===== config.mk =====
export PLATFORM = sky130hd
export DESIGN_NAME = pair_issue_detector
export DESIGN_NICKNAME = d
export VERILOG_FILES = /design/src/rtl/pairdet_pkg.sv /design/src/rtl/pd_slot_decode.sv /design/src/rtl/pd_clash_check.sv /design/src/rtl/pair_issue_detector.sv
export SDC_FILE = /design/constraint.sdc
export NUM_CORES = 1
export LEC_CHECK = 0
export CAP_MARGIN = 20
export CELL_PAD_IN_SITES_DETAIL_PLACEMENT = 1
export CELL_PAD_IN_SITES_GLOBAL_PLACEMENT = 2
export CORE_ASPECT_RATIO = 0.8
export CORE_MARGIN = 2
export CORE_UTILIZATION = 18
export CTS_CLUSTER_SIZE = 40
export DETAILED_ROUTE_END_ITERATION = 8
export PLACE_DENSITY_LB_ADDON = 0.1
export SYNTH_ARGS = -nofsm -noshare
export SYNTH_HDL_FRONTEND = slang
export SYNTH_SLANG_ARGS = --single-unit

===== constraint.sdc =====
create_clock -name clk -period 2.65 [get_ports clk]
set_clock_uncertainty 0.1 [all_clocks]
set_input_delay 0.3975 -clock clk [delete_from_list [all_inputs] [get_ports clk]]
set_output_delay 0.3975 -clock clk [all_outputs]
set_load 0.03 [all_outputs]

===== src/rtl/pairdet_pkg.sv =====
package pairdet_pkg;

    parameter int unsigned ILEN = 32;
    parameter int unsigned RIDX = 5;

    localparam int unsigned OPC_W   = 7;
    localparam int unsigned RD_LSB  = 7;
    localparam int unsigned RS1_LSB = 15;
    localparam int unsigned RS2_LSB = 20;

    localparam logic [OPC_W-1:0] OPC_ALU_RR = 7'b0110011;
    localparam logic [OPC_W-1:0] OPC_ALU_RI = 7'b0010011;
    localparam logic [OPC_W-1:0] OPC_LOAD   = 7'b0000011;
    localparam logic [OPC_W-1:0] OPC_STORE  = 7'b0100011;
    localparam logic [OPC_W-1:0] OPC_BRANCH = 7'b1100011;
    localparam logic [OPC_W-1:0] OPC_SYSTEM = 7'b1110011;

    typedef enum logic [2:0] {
        CL_NONE,
        CL_ALU_RR,
        CL_ALU_RI,
        CL_LOAD,
        CL_STORE,
        CL_BRANCH,
        CL_SYSTEM
    } op_class_e;

    typedef struct packed {
        op_class_e       cls;
        logic            can_lead;
        logic            can_follow;
        logic [RIDX-1:0] rd;
        logic [RIDX-1:0] rs1;
        logic [RIDX-1:0] rs2;
    } slot_info_t;

    typedef struct packed {
        logic            ok;
        logic [RIDX-1:0] lead_rd;
        logic [RIDX-1:0] follow_rd;
        logic [RIDX-1:0] follow_rs1;
        logic [RIDX-1:0] follow_rs2;
    } pair_result_t;

    function automatic op_class_e classify(input logic vld, input logic [ILEN-1:0] w);
        op_class_e c;
        c = CL_NONE;
        if (vld && (w[1:0] == 2'b11) && (w != '0) && (w != '1)) begin
            unique case (w[OPC_W-1:0])
                OPC_ALU_RR: c = CL_ALU_RR;
                OPC_ALU_RI: c = CL_ALU_RI;
                OPC_LOAD:   c = CL_LOAD;
                OPC_STORE:  c = CL_STORE;
                OPC_BRANCH: c = CL_BRANCH;
                OPC_SYSTEM: c = CL_SYSTEM;
                default:    c = CL_NONE;
            endcase
        end
        return c;
    endfunction

    function automatic logic uses_rd(input op_class_e c);
        return (c == CL_ALU_RR) || (c == CL_ALU_RI) || (c == CL_LOAD) || (c == CL_SYSTEM);
    endfunction

    function automatic logic uses_rs1(input op_class_e c);
        return c != CL_NONE;
    endfunction

    function automatic logic uses_rs2(input op_class_e c);
        return (c == CL_ALU_RR) || (c == CL_STORE) || (c == CL_BRANCH);
    endfunction

endpackage


===== src/rtl/pd_slot_decode.sv =====
module pd_slot_decode
    import pairdet_pkg::*;
(
    input  logic            valid,
    input  logic [ILEN-1:0] instr,
    output slot_info_t      info
);

    op_class_e cls;

    always_comb begin
        cls             = classify(valid, instr);
        info.cls        = cls;
        info.can_lead   = (cls != CL_NONE);
        info.can_follow = (cls == CL_ALU_RR) || (cls == CL_ALU_RI);
        info.rd         = uses_rd(cls)  ? instr[RD_LSB  +: RIDX] : '0;
        info.rs1        = uses_rs1(cls) ? instr[RS1_LSB +: RIDX] : '0;
        info.rs2        = uses_rs2(cls) ? instr[RS2_LSB +: RIDX] : '0;
    end

endmodule


===== src/rtl/pd_clash_check.sv =====
module pd_clash_check
    import pairdet_pkg::*;
(
    input  logic [RIDX-1:0] lead_rd,
    input  logic [RIDX-1:0] follow_rd,
    input  logic [RIDX-1:0] follow_rs1,
    input  logic [RIDX-1:0] follow_rs2,
    output logic            raw_hit,
    output logic            waw_hit
);

    logic lead_writes;

    always_comb begin
        lead_writes = (lead_rd != '0);
        raw_hit     = lead_writes && ((follow_rs1 == lead_rd) || (follow_rs2 == lead_rd));
        waw_hit     = lead_writes && (follow_rd == lead_rd);
    end

endmodule


===== src/rtl/pair_issue_detector.sv =====
module pair_issue_detector
    import pairdet_pkg::*;
(
    input  logic            clk,
    input  logic            rst,
    input  logic            lead_valid,
    input  logic [ILEN-1:0] lead_instr,
    input  logic            follow_valid,
    input  logic [ILEN-1:0] follow_instr,
    output logic            pair_ok,
    output logic [RIDX-1:0] lead_rd,
    output logic [RIDX-1:0] follow_rd,
    output logic [RIDX-1:0] follow_rs1,
    output logic [RIDX-1:0] follow_rs2
);

    localparam int unsigned NSLOT = 2;

    logic            slot_vld  [NSLOT];
    logic [ILEN-1:0] slot_word [NSLOT];
    slot_info_t      slot_info [NSLOT];

    assign slot_vld[0]  = lead_valid;
    assign slot_vld[1]  = follow_valid;
    assign slot_word[0] = lead_instr;
    assign slot_word[1] = follow_instr;

    for (genvar g = 0; g < NSLOT; g++) begin : g_slot
        pd_slot_decode u_dec (
            .valid (slot_vld[g]),
            .instr (slot_word[g]),
            .info  (slot_info[g])
        );
    end

    logic raw_hit, waw_hit;

    pd_clash_check u_clash (
        .lead_rd    (slot_info[0].rd),
        .follow_rd  (slot_info[1].rd),
        .follow_rs1 (slot_info[1].rs1),
        .follow_rs2 (slot_info[1].rs2),
        .raw_hit    (raw_hit),
        .waw_hit    (waw_hit)
    );

    pair_result_t res_d, res_q;

    always_comb begin
        res_d.ok         = slot_info[0].can_lead && slot_info[1].can_follow && !raw_hit && !waw_hit;
        res_d.lead_rd    = slot_info[0].rd;
        res_d.follow_rd  = slot_info[1].rd;
        res_d.follow_rs1 = slot_info[1].rs1;
        res_d.follow_rs2 = slot_info[1].rs2;
    end

    always_ff @(posedge clk) begin
        if (rst) res_q <= '0;
        else     res_q <= res_d;
    end

    assign pair_ok    = res_q.ok;
    assign lead_rd    = res_q.lead_rd;
    assign follow_rd  = res_q.follow_rd;
    assign follow_rs1 = res_q.follow_rs1;
    assign follow_rs2 = res_q.follow_rs2;

endmodule


# ---- Word level (Yosys, flattened, before mapping)
# Cells that the tools add are included.
dict set report classes {
  n_eq_ne 29
  muxes 8
  reduce_logical 27
}
# operator n
set op_table {}
lappend op_table {{$ne 32x32->1 const B} 2}
lappend op_table {{$reduce_bool 32->1} 2}
lappend op_table {{$pmux 3 s6} 2}
lappend op_table {{$eq 7x6->1 const B} 4}
lappend op_table {{$eq 7x7->1 const B} 4}
lappend op_table {{$mux 5} 4}
lappend op_table {{$eq 5x5->1} 3}
lappend op_table {{$eq 7x2->1 const B} 2}
lappend op_table {{$eq 7x5->1 const B} 2}
lappend op_table {{$eq 3x2->1 const B} 4}
lappend op_table {{$eq 3x3->1 const B} 4}
lappend op_table {{$logic_and 1x1->1} 11}
lappend op_table {{$logic_or 1x1->1} 9}
lappend op_table {{$eq 3x1->1 const B} 2}
lappend op_table {{$mux 3} 2}
lappend op_table {{$reduce_bool 3->1} 2}
lappend op_table {{$reduce_bool 5->1} 1}
lappend op_table {{$eq 2x2->1 const B} 2}
lappend op_table {{$logic_not 1->1} 2}
dict set report totals {
  reg_bits 21
  input_bits 68
  output_inout_bits 21
}

# ---- Depth between registers and ports, before layout
dict set report logic_depth {
  depth_word 16
  depth_mapped 7
}

# ---- By module
# Synthesis repeated with hierarchy kept, for this count alone.
dict set report hier_totals {
  hier_cells 143
  hier_area_um2 1301.2
}
# mod instances cells_each area_each_um2
set by_module_without_submodules {}
lappend by_module_without_submodules {pair_issue_detector 1 45 586.8}
lappend by_module_without_submodules {pd_slot_decode 2 37 267.8}
lappend by_module_without_submodules {pd_clash_check 1 24 178.9}

# ---- Least setup slack after synthesis
# Ideal clock, no wire load.
dict set report synth_path {
  path_kind {input-to-reg}
  startpoint {input port lead_instr[2]}
  endpoint {register res_q, in the netlist pair_ok}
  setup_time_ps 119
  arrival_time_ps 1752
  required_time_ps 2431
  slack_ps 680
  path_stages 7
  path_cell_list {nand2b_4 a2111oi_4 buf_6 nand2_1 a222oi_1 o2111ai_1 o221a_2}
}
dict set report synth_between {
  elab_chain_cells 15
  word_cells_on_any_way 33
}
# element line
set synth_lines {}
lappend synth_lines {{from (decl)} pair_issue_detector.sv:7} ;# input logic [ILEN-1:0] lead_instr,
lappend synth_lines {{parallel branches: the longest is 3 deep, another holds $eq 7x7->1} -}
lappend synth_lines {{$mux 3 (*)} pairdet_pkg.sv:48} ;# if (vld && (w[1:0] == 2'b11) && (w != '0) && (w != '1)) begin
lappend synth_lines {{$eq 3x1->1 / $eq 3x2->1 (equally long branches)} -}
lappend synth_lines {{$logic_or 1x1->1} -}
lappend synth_lines {{$logic_or 1x1->1 (2 in a row)} pairdet_pkg.sv:63} ;# return (c == CL_ALU_RR) || (c == CL_ALU_RI) || (c == CL_LOAD) || (c == CL_SYSTEM);
lappend synth_lines {{$mux 5} pd_slot_decode.sv:16} ;# info.rd = uses_rd(cls) ? instr[RD_LSB +: RIDX] : '0;
lappend synth_lines {{$eq 5x5->1} pd_clash_check.sv:16} ;# raw_hit = lead_writes && ((follow_rs1 == lead_rd) || (follow_rs2 == lead_rd));
lappend synth_lines {{$logic_or 1x1->1} pd_clash_check.sv:16}
lappend synth_lines {{$logic_and 1x1->1} pd_clash_check.sv:16}
lappend synth_lines {{$logic_not 1->1} pair_issue_detector.sv:50} ;# res_d.ok = slot_info[0].can_lead && slot_info[1].can_follow && !raw_hit && !waw_hit;
lappend synth_lines {{$logic_and 1x1->1} pair_issue_detector.sv:50}
lappend synth_lines {{$logic_and 1x1->1 (*)} pair_issue_detector.sv:50}
lappend synth_lines {{to (signal assigned)} pair_issue_detector.sv:59} ;# else res_q <= res_d;
lappend synth_lines {{to (decl)} pair_issue_detector.sv:47} ;# pair_result_t res_d, res_q;
# Mark *: on every way between the ends.
# A chain may end at the register's enable or synchronous reset.

# ---- Final worst setup path
dict set report layout_path {
  startpoint {input port lead_valid}
  endpoint {register res_q, in the netlist pair_ok}
}
dict set report layout_between {
  elab_chain_cells 15
  word_cells_on_any_way 25
}
# element line
set layout_lines {}
lappend layout_lines {{from (decl)} pair_issue_detector.sv:6} ;# input logic lead_valid,
lappend layout_lines {{$logic_and 1x1->1 (*) (3 in a row)} pairdet_pkg.sv:48}
lappend layout_lines {{$mux 3 (*)} pairdet_pkg.sv:48}
lappend layout_lines {{$eq 3x1->1 / $eq 3x2->1 (equally long branches)} -}
lappend layout_lines {{$logic_or 1x1->1} -}
lappend layout_lines {{$logic_or 1x1->1 (2 in a row)} pairdet_pkg.sv:63}
lappend layout_lines {{$mux 5} pd_slot_decode.sv:16}
lappend layout_lines {{$eq 5x5->1} pd_clash_check.sv:16}
lappend layout_lines {{$logic_or 1x1->1} pd_clash_check.sv:16}
lappend layout_lines {{$logic_and 1x1->1} pd_clash_check.sv:16}
lappend layout_lines {{$logic_not 1->1} pair_issue_detector.sv:50}
lappend layout_lines {{$logic_and 1x1->1} pair_issue_detector.sv:50}
lappend layout_lines {{$logic_and 1x1->1 (*)} pair_issue_detector.sv:50}
# Every way passes the cells marked *; elsewhere a longest branch is shown, timed or not.

==> reports/metrics.csv <==
metric,value,unit
end of the worst hold path,follow_rs2[2],
Final WS setup,307,ps
total number of vias,1202,
Mapped Area,0.00113,mm^2
ANT cells,0,
Initial Utilization,0.188,
"worst slack, placed",50.6,ps
Post-Synthesis Cells,129,
maximum vdd ir drop,100,uV
clock root buffer master,clkbuf_8,
Die Height,74.9,um
DRC Markers,0,
Setup crit start kind,input pin,
max-slew violation count,0,
dominant cells by area after synthesis,"dfxtp_1, and2_1, xnor2_1",
initial antenna violation count,0,
largest net degree at the start of global routing,12,
IO Port Bufs,58,
IO Pins,89,
Total Routing Usage GR,0.109,
worst hold slack,682,ps
HP Class,in2reg,
nets,264,
Worst-path clk slew,70,ps
Tmin final,2340,ps
Num CTS Buffers,3,
H-Tree Depth,1,
DR WL/cell,13.3,um
vias per cell,4.36,
die area,0.00694,mm^2
syn_nets,197,
CTS Hold Bufs,0,
first-pass GRT wire length,5830,um
post-synthesis register bit count,21,
max_cap viols,0,
CTS Buffer Depth,2,
drt pass-1 iters,4,
core area,0.00601,mm^2
Worst Path Max Fanout,8,
share of layout cells above drive strength 1,0.0974,
hold path depth,2,
Fin. Hold Viols,0,
GR Overflow Total,0,
CP Capture Type,flip-flop,
DP HPWL,3070,um
Routed WL,3670,um
Worst EP arrival,2390,ps
sequential fraction of the synthesis area,0.372,
relative slew slack,0.665,
die width,92.6,um
DRT iter0 DRCs,17,
remaining antenna violation count,0,
syn_area_per_cell,8.77,um^2
Hold Path Origin,follow_instr[22],
post-synth top area cell,dfxtp_1,
Post-CTS Resized,0,
setup violators final,0,
Synth top area share,0.372,
vias in the first global route,1214,
Final Cycle Share,0.884,
RD Place Congestion,0.776,
setup tns final,0,ps
Power Density,346,mW/mm^2
Ys Warns,0,
postcts setup bufs,0,
CTS tree,yes,
Util after Layout,0.316,
RSZ-0062 raised after global routing,no,
Pleak,0.000687,uW
Synth cell types,39,
FMAX,0.427,GHz
CTS sink cnt,21,
Slew @ Worst Pin,498,ps
status,finished clean,
kind of critical path,in2reg,
Syn-to-layout area delta,67.8,%
required time worst endpoint,2700,ps
# rows,25,
-- sequential cells by signal, indices dropped and copies added (netlist names) --
name / count
lead_rd: 5
follow_rd: 5
follow_rs2: 5
pair_ok: 1
follow_rs1: 5
-- how the worst max path moves through the flow --
stage                     depth (start not counted)           from  endpoint  slack (ps)
after global routing                              8  lead_instr[1]   pair_ok         140
after CTS                                         8     lead_valid   pair_ok         290
final                                             8     lead_valid   pair_ok         310
after floorplan                                   7  lead_instr[2]   pair_ok         680
after detailed placement                          8     lead_valid   pair_ok          50
after global placement                            8     lead_valid   pair_ok          90
-- layout make-up --
class                      count  area, um^2
clock buffer                   4        45.0
fill                         711        4110
inverter                       4        15.0
multi-input combinational     99         668
sequential                    21         420
tap                           81         101
timing repair buffer          67         648
-- stage by stage --
step | total power (uW) | area (um^2) | cells
6_report | 657 | 1900 | 276
5_1_grt | 690 | 1900 | 276
4_1_cts | 672 | 1900 | 276
3_5_place_dp | 458 | 1850 | 272
3_3_place_gp | 456 | 1850 | 272
2_1_floorplan | 370 | 1130 | 129
-- report_power, final --
group	leakage (uW)	switching [uW]	internal [uW]
sequential	0.000169	0.280	316
combinational	0.000495	53.9	78.9
clock	0.0000228	101	107
-- Yosys cell counts, drive strengths merged --
master and instances:
dfxtp 21, and2 19, nand2 11, nor2 10
o21ai 7, xnor2 5, a21oi 4, a31oi 4
inv 4, nor2b 4, nor3 4, clkbuf 3
nor4bb 3, and4bb 2, buf 2, nand3b 2
nand4 2, o2111ai 2, o21a 2, o31ai 2
a2111oi 1, a21o 1, a222oi 1, a311oi 1
a32o 1, a41oi 1, nand2b 1, nand3 1
nor3b 1, nor4b 1, o221a 1, o2bb2ai 1
or2b 1, or3 1, or4 1, xor2 1
-- layout by cell type, fill, tap and decap left out, types with 2 or more instances in the layout --
cell | synthesis | routed
xnor2_1 | 5 | 5
nor2b_1 | 4 | 4
o21ai_0 | 6 | 6
and4bb_2 | 2 | 2
clkdlybuf4s50_1 | 0 | 58
o21a_1 | 2 | 2
inv_1 | 4 | 4
nor3_1 | 4 | 4
nor2_1 | 10 | 10
a31oi_1 | 4 | 4
a21oi_1 | 4 | 4
nor4bb_1 | 3 | 3
dfxtp_1 | 21 | 21
nand4_1 | 2 | 2
and2_1 | 19 | 19
nand2_1 | 11 | 11
o31ai_1 | 2 | 2
o2111ai_1 | 2 | 2
buf_4 | 0 | 9
clkbuf_8 | 0 | 3
-- layer usage --
metal	track usage	vias up	share of wire	wire length, um
li1	-	594	-	-
met1	0.131	565	0.46	1680
met2	0.188	39	0.46	1700
met3	0.0270	4	0.066	242
met4	0.0474	0	0.014	51
met5	0	-	0	0
-- cells by family after synthesis --
| group | after synthesis | synth area share |
|---|---|---|
| XOR/XNOR | 6 | 0.0465 |
| buffers and inverters | 9 | 0.0376 |
| AO/OA/AOI/OAI | 29 | 0.196 |
| flip-flops | 21 | 0.372 |
| AND/OR/NAND/NOR | 64 | 0.348 |
-- critical path, cell delays in order --
cell and delay [ps]:
clkdlybuf4s50_1 510, nand2b_4 70, a2111oi_4 430, buf_4 230, nand4_1 100, a222oi_1 350
o2111ai_1 150, o221a_2 150
No activity file was read; power rests on OpenSTA's default activity.
